File: src/rtl/fdiv_pkg.sv
package fdiv_pkg;
  localparam int unsigned NARROW_W = 8;
  localparam int unsigned WIDE_W   = 13;

  function automatic int unsigned field_width(bit wide);
    return wide ? WIDE_W : NARROW_W;
  endfunction
endpackage

File: src/rtl/fdiv_field_decode.sv
module fdiv_field_decode #(
  parameter int unsigned FW = 8
) (
  input  logic [FW-1:0] madd_i,
  input  logic [FW-1:0] msub_i,
  output logic [FW:0]   sub_mag_o,
  output logic [FW:0]   period_o
);
  localparam logic [FW:0] FULL = (FW+1)'(1) << FW;

  // subtract field carries an implied sign bit: n = 2^FW - f
  assign sub_mag_o = FULL - {1'b0, msub_i};
  assign period_o  = sub_mag_o + {1'b0, madd_i};
endmodule

File: src/rtl/fdiv_accum.sv
module fdiv_accum #(
  parameter int unsigned FW = 8
) (
  input  logic          clk_i,
  input  logic          rst_ni,
  input  logic          run_i,
  input  logic [FW-1:0] add_i,
  input  logic [FW:0]   sub_mag_i,
  input  logic [FW:0]   period_i,
  output logic          borrow_o,
  output logic [FW:0]   acc_next_o,
  output logic [FW:0]   acc_o,
  output logic          pulse_o
);
  logic [FW:0]   acc_q;
  logic          pulse_q;
  logic [FW+1:0] diff;

  assign diff       = {1'b0, acc_q} - {1'b0, sub_mag_i};
  assign borrow_o   = diff[FW+1];
  assign acc_next_o = borrow_o ? acc_q + {1'b0, add_i} : diff[FW:0];

  always_ff @(posedge clk_i or negedge rst_ni) begin
    if (!rst_ni) begin
      acc_q   <= '0;
      pulse_q <= 1'b0;
    end else if (!run_i) begin
      acc_q   <= '0;
      pulse_q <= 1'b0;
    end else begin
      acc_q   <= acc_next_o;
      pulse_q <= borrow_o;
    end
  end

  assign acc_o   = acc_q;
  assign pulse_o = pulse_q;


  idle_clear_chk: assert property (@(posedge clk_i) disable iff (!rst_ni)
    !$past(run_i) |-> (acc_q == '0 && !pulse_q));


  acc_range_chk: assert property (@(posedge clk_i) disable iff (!rst_ni)
    ($past(run_i) && $stable(period_i) && $stable(sub_mag_i) &&
     $past(acc_q < period_i)) |-> acc_q < period_i);


  unity_ratio_chk: assert property (@(posedge clk_i) disable iff (!rst_ni)
    ($past(run_i) && $past(add_i) == '0 && $past(acc_q) == '0)
      |-> (pulse_q && acc_q == '0));
endmodule

File: src/rtl/fdiv_out.sv
module fdiv_out #(
  parameter int unsigned FW = 8
) (
  input  logic        clk_i,
  input  logic        rst_ni,
  input  logic        run_i,
  input  logic        stretch_i,
  input  logic        borrow_i,
  input  logic [FW:0] acc_next_i,
  input  logic [FW:0] period_i,
  input  logic        pulse_i,
  output logic        clk_o
);
  logic clk_q;
  logic low_half;

  // high while 2*acc < m, scale-invariant midpoint test
  assign low_half = {acc_next_i, 1'b0} < {1'b0, period_i};

  always_ff @(posedge clk_i or negedge rst_ni) begin
    if (!rst_ni)        clk_q <= 1'b0;
    else if (!run_i)    clk_q <= 1'b0;
    else if (stretch_i) clk_q <= low_half;
    else                clk_q <= borrow_i;
  end

  assign clk_o = clk_q;


  pulse_mirror_chk: assert property (@(posedge clk_i) disable iff (!rst_ni)
    ($past(run_i) && !$past(stretch_i)) |-> clk_o == pulse_i);


  idle_low_chk: assert property (@(posedge clk_i) disable iff (!rst_ni)
    !$past(run_i) |-> !clk_o);
endmodule

File: src/rtl/fdiv_core.sv
module fdiv_core import fdiv_pkg::*; #(
  parameter bit WIDE_FIELD = 1'b0,
  localparam int unsigned FW = field_width(WIDE_FIELD)
) (
  input  logic          clk_i,
  input  logic          rst_ni,
  input  logic          run_i,
  input  logic          stretch_i,
  input  logic [FW-1:0] madd_i,
  input  logic [FW-1:0] msub_i,
  output logic          pulse_o,
  output logic          clk_o
);
  logic [FW:0] sub_mag;
  logic [FW:0] period;
  logic        borrow;
  logic [FW:0] acc_next;
  logic [FW:0] acc;

  fdiv_field_decode #(.FW(FW)) i_decode (
    .madd_i    (madd_i),
    .msub_i    (msub_i),
    .sub_mag_o (sub_mag),
    .period_o  (period)
  );

  fdiv_accum #(.FW(FW)) i_accum (
    .clk_i      (clk_i),
    .rst_ni     (rst_ni),
    .run_i      (run_i),
    .add_i      (madd_i),
    .sub_mag_i  (sub_mag),
    .period_i   (period),
    .borrow_o   (borrow),
    .acc_next_o (acc_next),
    .acc_o      (acc),
    .pulse_o    (pulse_o)
  );

  fdiv_out #(.FW(FW)) i_out (
    .clk_i      (clk_i),
    .rst_ni     (rst_ni),
    .run_i      (run_i),
    .stretch_i  (stretch_i),
    .borrow_i   (borrow),
    .acc_next_i (acc_next),
    .period_i   (period),
    .pulse_i    (pulse_o),
    .clk_o      (clk_o)
  );


  always_comb begin
    if (!rst_ni) reset_state_chk: assert (acc == '0 && !pulse_o && !clk_o);
  end
endmodule

File: config.mk
export PLATFORM = sky130hd
export DESIGN_NAME = fdiv_core
export DESIGN_NICKNAME = d
export VERILOG_FILES = /design/src/rtl/fdiv_pkg.sv /design/src/rtl/fdiv_field_decode.sv /design/src/rtl/fdiv_accum.sv /design/src/rtl/fdiv_out.sv /design/src/rtl/fdiv_core.sv
export SDC_FILE = /design/constraint.sdc
export NUM_CORES = 1
export LEC_CHECK = 0
export BUFFER_PORTS_ARGS = -buffer_cell sky130_fd_sc_hd__buf_2
export CAP_MARGIN = 20
export CORE_MARGIN = 3
export CORE_UTILIZATION = 35
export CTS_CLUSTER_SIZE = 24
export DETAILED_ROUTE_END_ITERATION = 7
export PLACE_DENSITY_LB_ADDON = 0.15
export SLEW_MARGIN = 5
export SYNTH_ARGS = -nofsm -noshare
export SYNTH_HDL_FRONTEND = slang
export SYNTH_SLANG_ARGS = --single-unit
File: constraint.sdc
create_clock -name clk_i -period 5.35 [get_ports clk_i]
set_clock_uncertainty 0.05 [all_clocks]
set_input_delay 0.8025 -clock clk_i [delete_from_list [all_inputs] [get_ports clk_i]]
set_output_delay 0.8025 -clock clk_i [all_outputs]
set_load 0.02 [all_outputs]
# [Yosys cells after proc, flatten, opt, wreduce, memory -nomap -nowiden]
# Index checks and enable logic that the tools add are counted.
[op_classes] n_eq_ne=0 multipliers=0 n_reduce_logical=0 order_cmp=1 shifts=0 div_mod_pow=0 add_sub_neg=4 n_bitwise=0 n_mux=5
[op_table] op="$add A9 B8 Y9" n=2
[op_table] op="$mux W9" n=2
[op_table] op="$lt A10 B9 Y1" n=1
[op_table] op="$sub A9 B9 Y10" n=1
[op_table] op="$sub A9 B8 Y9 const A" n=1
[op_table] op="$mux W1" n=3
[totals] latchBits=0 mem_bits_rw=0 memories=0 word_cells=13 regBits=11 output_inout_bits=2 romBits=0

# [Depth between registers and ports, before layout]
# Gate-level depths: netlist (run 1).
[logic_depth] word_depth=6 ltp_mapped=20 ltp_nobuf=19

# [Cells and area by module]
# Synthesis (run 1) repeated with hierarchy kept, for this count alone.
[hier_totals] cells_unflattened=240 area_unflattened_um2=1995.7
[modules_own_cells] module="fdiv_accum" area_each_um2=1285.0 seq_area_each_um2=250.2 instances=1 cells_each=147
[modules_own_cells] module="fdiv_field_decode" area_each_um2=464.2 seq_area_each_um2=0.0 instances=1 cells_each=61
[modules_own_cells] module="fdiv_out" area_each_um2=246.5 seq_area_each_um2=25.0 instances=1 cells_each=32

# [Worst setup path before layout (run 1)]
# No wires, ideal clock.
[synth_timing] path_kind="in2reg" start="input msub_i[0]" end="register i_out.clk_q, in the netlist i_out.clk_o" stages=20 t_arrival_ns=3.940 path_slack_ns=1.260 path_cell_list="inv_1 > ha_1 > nand2_1 > or3_1 > xor2_1 > inv_1 > ha_1 > o211ai_1 > nand2_1 > o211ai_4 > a21oi_2 > buf_6 > mux2i_1 > ha_1 > nor2b_1 > nor3_1 > o21bai_1 > a2111oi_0 > o21ai_0 > o32ai_1"
[synth_between] elab_chain_cells=6 elab_cells_between_ends=7 cone_classes="add/sub: 3; order compare: 1; mux: 3"
[synth_rtl] element="start: declaration" line="fdiv_core.sv:10" rtl="input logic [FW-1:0] msub_i,"
[synth_rtl] element="$sub A9 B8 Y9 (*)" line="fdiv_field_decode.sv:12" rtl="assign sub_mag_o = FULL - {1'b0, msub_i};"
[synth_rtl] element="$sub A9 B9 Y10" line="fdiv_accum.sv:19" rtl="assign diff = {1'b0, acc_q} - {1'b0, sub_mag_i};"
[synth_rtl] element="$mux W9" line="fdiv_accum.sv:21" rtl="assign acc_next_o = borrow_o ? acc_q + {1'b0, add_i} : diff[FW:0];"
[synth_rtl] element="$lt A10 B9 Y1" line="fdiv_out.sv:18" rtl="assign low_half = {acc_next_i, 1'b0} < {1'b0, period_i};"
[synth_rtl] element="$mux W1 (*)" line="fdiv_out.sv:23" rtl="else if (stretch_i) clk_q <= low_half;"
[synth_rtl] element="$mux W1 (*)" line="fdiv_out.sv:22" rtl="else if (!run_i) clk_q <= 1'b0;"
[synth_rtl] element="end signal: assignment" line="fdiv_out.sv:23"
[synth_rtl] element="end signal: assignment" line="fdiv_out.sv:24" rtl="else clk_q <= borrow_i;"
[synth_rtl] element="end: declaration" line="fdiv_out.sv:14" rtl="logic clk_q;"
# Mark *: on every way between the ends. The rest lies on a longest branch, timed or not.

# [Worst setup path in the final report (run 1)]
# Ends and elaborated chain as after synthesis.

==> run summary, run 1 <==
FP Rows = 25
worst skew pair latency = 0.24 ns
Distinct cells, synth = 44
antenna viol nets, final = 0
initial antenna violation count = 0
# nets final = 290
vias per cell = 5.19
Via Count = 1552
DR WL met2 = 1.96 mm
Setup WS post-layout = 0.837 ns
root buffer cell = clkbuf_8
NetSw = 0.000474 W
Iteration-0 DRC Markers = 76
Critical Path AT = 4.61 ns
sequential area share after synthesis = 0.151
Die X-Extent = 78.1 um
TritonCTS clock tree = yes
Crit path largest cell delay = 0.43 ns
slew margin rel. = 0.665
core area = 4880 um^2
DP Worst Slack = 0.581 ns
WP data required = 5.45 ns
GP Congestion = 0.863
DR WL met3 = 65 um
post-synthesis cell area = 1820 um^2
post-synthesis area per instance = 8.78 um^2
Sum Neg Setup Slack = 0 ns
WL final = 4.19 mm
Max Cap Viol = 0
Crit path top cell by count = ha_1
final hold vios = 0
critical path cell sequence = buf_2 -> inv_1 -> ha_1 -> nand2_1 -> or3_1 -> xor2_1 -> inv_1 -> ha_1 -> o211ai_1 -> nand2_1 -> o211ai_4 -> a21oi_2 -> mux2_2 -> ha_1 -> o21ai_0 -> o21bai_1 -> a2111oi_0 -> o21ai_0 -> o32ai_1
peak supply drop = 146 uV
syn_nets = 264
HPWL Detailed = 3.67 mm
largest net degree at the start of global routing = 12
worst path bufs/invs = 3
Setup crit start kind = primary input
final setup vio count = 0
combinational group share of total power = 0.772
RSZ-0062 raised after global routing = false
max-slew violation count = 0
Syn Inst Count = 207
Crit. End Element = flip-flop
fin crit share = 0.844
Clk pwr share = 0.087
Tightest Pin Transition = 0.502 ns
Die Y = 78.1 um
Setup CP Type = primary input to flip-flop
number of synthesized register bits = 11
initial core utilization = 0.373
drt pass-1 iters = 4
post-cts sizing count = 0
max layer used = met4
clock buffer depth = 2
total congestion overflow = 0
Syn. warnings = 0
mean routed wirelength per cell = 14.0 um
Filler cells = 536
P_int = 0.000545 W
# diodes = 0
Area Growth Syn to Fin = 12.7%
Final min period = 4.51 ns
Leak = 0.999 nW
Total GRT Usage = 0.151
Top Ports = 22
Net Sw Frac = 0.465
H-tree Lvls = 1
Die ar. = 6090 um^2
vias in the first global route = 1603
HP Class = primary input to async pin
Clock Sinks = 11
cell family with most CP delay = compound AO/OA/AOI/OAI gates
cell at the slowest stage of the critical path = a21oi_2
Max Clk Rate = 222 MHz
postcts setup bufs = 0
final core utilization = 0.420
TritonCTS Buffers = 3
# DRC = 0
Clock Pin Slew Worst Setup and Hold Paths = 0.06 ns
port bufs = 21
worst-path maximum fanout = 9
Seq pwr share = 0.141
power per cell area = 498 nW/um^2
layout cells sized above 1 = 0.155
run status = finished clean
M1 WL = 2.11 mm
first-pass GRT wire length = 7.40 mm
CTS Hold Buffers Added = 0
==> sequential cells by signal, summed over array words and instances, names as in the netlist <==
register	cells
i_accum.acc_o	9
i_accum.pulse_o	1
i_out.clk_o	1
==> path summary, 6_finish.rpt <==
| kind | start | end | slack (ns) | cells after the start |
|---|---|---|---|---|
| worst max-delay path | msub_i[0] | i_out.clk_o | 0.84 | 19 |
| worst min-delay path | rst_ni | i_accum.acc_o[0] | 0.38 | 1 |
| worst max register to register | i_accum.acc_o[1] | i_out.clk_o | 1.94 | 12 |
| worst min register to register | i_accum.acc_o[0] | i_accum.acc_o[0] | 0.79 | 4 |
| max in group asynchronous | rst_ni | i_accum.acc_o[8] | 4.64 | 1 |
| min in group clk_i | stretch_i | i_out.clk_o | 0.72 | 2 |
==> per-layer routing <==
metal	global-route usage	vias up
li1	-	804
met1	0.207	728
met2	0.256	16
met3	0.0115	4
met4	0.0420	0
met5	0	-
==> cell type report <==
cell class,instances,area [um^2],area share
multi-input cells,176,1460,0.713
repair buffers,22,113,0.0550
clock buffers,4,45.0,0.0220
well taps,67,83.8,0.0409
inverters,19,71.3,0.0348
flip-flops and latches,11,275,0.134
==> Yosys cell counts <==
| cell type | instances | share of area |
|---|---|---|
| mux2_2 | 1 | 0.0062 |
| mux2_4 | 2 | 0.017 |
| or3_1 | 5 | 0.017 |
| o21ai_0 | 11 | 0.030 |
| mux2i_1 | 3 | 0.017 |
| or2_2 | 1 | 0.0034 |
| nand2b_4 | 1 | 0.0076 |
| ha_1 | 34 | 0.23 |
| inv_1 | 19 | 0.039 |
| nor3_2 | 1 | 0.0055 |
| nand2b_1 | 4 | 0.014 |
| o31a_4 | 1 | 0.0096 |
| nor2_1 | 11 | 0.023 |
| xor2_1 | 10 | 0.048 |
| and3b_1 | 1 | 0.0048 |
| a21oi_2 | 1 | 0.0048 |
| o22a_1 | 1 | 0.0048 |
| and3_1 | 1 | 0.0034 |
| a2111oi_0 | 1 | 0.0048 |
| o32ai_1 | 1 | 0.0048 |
| o21bai_1 | 2 | 0.0083 |
| dfrtp_1 | 11 | 0.15 |
| and2_1 | 7 | 0.024 |
| a31oi_1 | 1 | 0.0034 |
| o211ai_1 | 3 | 0.012 |
| nor4_1 | 1 | 0.0034 |
| a311oi_1 | 2 | 0.0096 |
| nand2_1 | 3 | 0.0062 |
| o221a_2 | 2 | 0.012 |
| nand3b_1 | 1 | 0.0041 |
| nor2b_1 | 5 | 0.017 |
| a21boi_0 | 1 | 0.0041 |
| a22oi_1 | 1 | 0.0041 |
| a211oi_1 | 4 | 0.017 |
| a21oi_1 | 16 | 0.044 |
| buf_6 | 1 | 0.0062 |
| a21o_1 | 7 | 0.029 |
| xnor2_1 | 13 | 0.063 |
| fa_1 | 3 | 0.033 |
| nand4_1 | 1 | 0.0034 |
| nor3_1 | 6 | 0.017 |
| o21a_1 | 3 | 0.012 |
| nand3_1 | 2 | 0.0055 |
| o211ai_4 | 1 | 0.012 |
==> worst reg2reg max path: stages (launching register included) <==
cell and delay, ns:
dfrtp_1 0.45, ha_1 0.30, nor2b_1 0.20, o31a_4 0.19
o211ai_4 0.10, a21oi_2 0.43, mux2_2 0.41, ha_1 0.28
o21ai_0 0.15, o21bai_1 0.09, a2111oi_0 0.40, o21ai_0 0.15
o32ai_1 0.11
==> cells in the final DEF, fill, tap and decap left out, types with 2 or more instances in the layout <==
cell and instances:
ha_1 34, buf_2 21, inv_1 19, a21oi_1 16, xnor2_1 13, nor2_1 11, o21ai_0 11, dfrtp_1 11
xor2_1 10, a21o_1 7, and2_1 7, nor3_1 6, nor2b_1 5, or3_1 5, nand2b_1 4, a211oi_1 4
o21a_1 3, o211ai_1 3, nand2_1 3, mux2i_1 3, fa_1 3, clkbuf_8 3, mux2_4 2, o21bai_1 2
nand3_1 2, o221a_2 2, a311oi_1 2
==> cells by family after synthesis <==
group           Yosys count  share of synthesized area
flops                    11                      0.151
buf+inv                  20                     0.0454
simple gates             51                      0.159
fa+ha+maj                37                      0.267
compound gates           59                      0.227
mux                       6                     0.0392
xor+xnor                 23                      0.111
==> power by group through the flow <==
stage	clock network, W	registers [W]	logic, W
floorplan	0	0.000145	0.000627
global placement	0	0.000145	0.000800
detailed placement	0	0.000145	0.000790
CTS	0.0000903	0.000144	0.000797
global route	0.0000941	0.000147	0.000908
finish	0.0000885	0.000144	0.000787
==> metrics by stage <==
stage	instance area [um^2]	total power (W)	hold slack, ns	std cells
global route	2050	0.00115	0.397	299
floorplan	1820	0.000772	0.457	207
global placement	2000	0.000945	0.652	295
finish	2050	0.00102	0.383	299
detailed placement	2000	0.000935	0.655	295
CTS	2050	0.00103	0.391	299
No activity file was read; power rests on OpenSTA's default activity.
==> run 2, diff against run 1 <==
ABC_AREA = 1   (was default)
clock period = 4.4 ns   (was 5.35 ns; I/O delays follow)
==> run 2 against run 1 <==
Via count is 15% higher. Flip-flop and latch count stayed put. Critical path type unchanged. Sequential share of layout area is 0.53 points lower. Worst setup slack worse by 0.39 ns. Core utilization is 0.76 points lower.
==> run summary, run 2 <==
most area-consuming cells after synthesis = ha_1, nand2_1, dfrtp_1
H-tree Lvls = 1
Crit path largest cell delay = 0.33 ns
layout cells sized above 1 = 0.117
HP Class = primary input to async pin
initial core utilization = 0.364
post-synthesis area per instance = 6.71 um^2
Tightest Pin Transition = 0.378 ns
core area = 5170 um^2
Crit. End Element = flip-flop
Setup WS post-layout = 0.450 ns
Die ar. = 6300 um^2
Die Y = 79.4 um
drt pass-1 iters = 4
Max Clk Rate = 253 MHz
Setup CP Type = primary input to flip-flop
Syn. warnings = 0
final hold vios = 0
most common cell after layout, fill and taps aside = nand2_1
Area Growth Syn to Fin = 13.1%
WL final = 4.72 mm
Clock Pin Slew Worst Setup and Hold Paths = 0.05 ns
vias in the first global route = 1798
Sum Neg Setup Slack = 0 ns
peak supply drop = 176 uV
slew margin rel. = 0.745
fin crit share = 0.898
TritonCTS clock tree = yes
share of the synthesized area in the top cell type = 0.226
run status = finished clean
port bufs = 21
Final min period = 3.95 ns
clock buffer depth = 2
WP data required = 4.53 ns
# DRC = 0
postcts setup bufs = 0
# diodes = 0
mean routed wirelength per cell = 12.5 um
Die X-Extent = 79.4 um
Post-synth EDFFs = 0
ys flop type = dfrtp_1
TritonCTS Buffers = 3
DP Worst Slack = 0.148 ns
commonest non-fill, non-tap cells in the layout = nand2_1, inv_1, ha_1
Critical Path AT = 4.08 ns
worst path bufs/invs = 6
Syn Inst Count = 281
Setup crit start kind = primary input
vias per cell = 4.75
max-slew violation count = 0
Via Count = 1792
Clock Sinks = 11
WP depth = 29
FP Rows = 26
synth cell count leaders = nand2_1, inv_1, ha_1
Leak = 1.21 nW
cell at the slowest stage of the critical path = ha_1
Reg2Reg Depth = 20
RSZ-0062 raised after global routing = false
Top Ports = 22
GP Congestion = 0.869
final setup vio count = 0
Async SR Flop Fraction = 1.00
post-synthesis cell area = 1880 um^2
initial antenna violation count = 0
Iteration-0 DRC Markers = 130
# nets final = 365
Distinct cells, synth = 28
total congestion overflow = 0
HPWL Detailed = 4.16 mm
cell family with most CP delay = simple AND/OR/NAND/NOR gates
area leader, netlist = ha_1
largest net degree at the start of global routing = 12
number of synthesized register bits = 11
root buffer cell = clkbuf_8
antenna viol nets, final = 0
Filler cells = 577
syn_nets = 338
Total GRT Usage = 0.164
power per cell area = 585 nW/um^2
worst skew pair latency = 0.24 ns
most numerous cell in the Yosys netlist = nand2_1
sequential area share after synthesis = 0.146
Max Cap Viol = 0
Largest register FFs = 9
worst-path maximum fanout = 9
first-pass GRT wire length = 8.05 mm
Crit path top cell by count = nand2_1
run 2: changes by cell type in the layout (fill, tap and decap cells not counted), sizes merged, moves of 5 or more:
| cell | previous run | this run |
|---|---|---|
| nor2b | 5 | 0 |
| nand2 | 3 | 78 |
| nand2b | 5 | 0 |
| inv | 19 | 44 |
| nor2 | 11 | 25 |
| or3 | 5 | 0 |
| a21o | 7 | 1 |
| nand3 | 2 | 16 |
run 2: cells by family after synthesis:
logic type               Yosys count  share of synthesized area
flip-flops                        11                      0.146
adder cells (fa/ha/maj)           37                      0.258
XOR/XNOR                          21                     0.0976
AO/OA/AOI/OAI                     32                      0.106
buffers and inverters             46                     0.0956
AND/OR/NAND/NOR                  134                      0.297
run 2: area by class of cell:
class                   instances  area, um^2  share of cell area
clock buffers                   4        45.0              0.0211
well taps                      70        87.6              0.0411
inverters                      45         173              0.0810
flip-flops and latches         11         275               0.129
multi-input cells             224        1430               0.671
repair buffers                 23         120              0.0563
run 2: per-layer routing:
metal | part of all wire | global-route usage
met1 | 0.49 | 0.221
met2 | 0.46 | 0.276
met3 | 0.034 | 0.0158
met4 | 0.014 | 0.0533
met5 | 0 | 0
run 2: what timing repair did:
| item | CTS | global route |
|---|---|---|
| hold buffers | 0 | 0 |
| setup endpoints to repair | 0 | 1 |
| gates resized for setup | 0 | 2 |
run 2: per-stage QoR:
stage | instances | hold WS [ns] | instance area, um^2 | utilization | total power [W]
finish | 377 | 0.229 | 2130 | 0.412 | 0.00125
global route | 377 | 0.238 | 2130 | 0.412 | 0.00144
CTS | 377 | 0.235 | 2130 | 0.411 | 0.00126
detailed placement | 373 | 0.496 | 2080 | 0.402 | 0.00114
global placement | 373 | 0.496 | 2080 | 0.402 | 0.00114
floorplan | 281 | 0.314 | 1880 | - | 0.000933
run 2: final timing paths:
kind,startpoint,end,slack [ns]
worst max register to register,i_accum.acc_o[4],i_out.clk_o,1.55
worst max-delay path,msub_i[0],i_out.clk_o,0.45
min in group clk_i,stretch_i,i_out.clk_o,0.62
worst min register to register,i_accum.acc_o[8],i_accum.acc_o[8],0.67
worst min-delay path,rst_ni,i_accum.acc_o[3],0.23
max in group asynchronous,rst_ni,i_accum.acc_o[5],3.87
run 2: report_power, final:
part / switching, W / internal [W] / leakage, nW
combinational: 0.000580 / 0.000385 / 1.04
clock: 0.0000419 / 0.0000640 / 0.0228
sequential: 0.0000320 / 0.000143 / 0.142
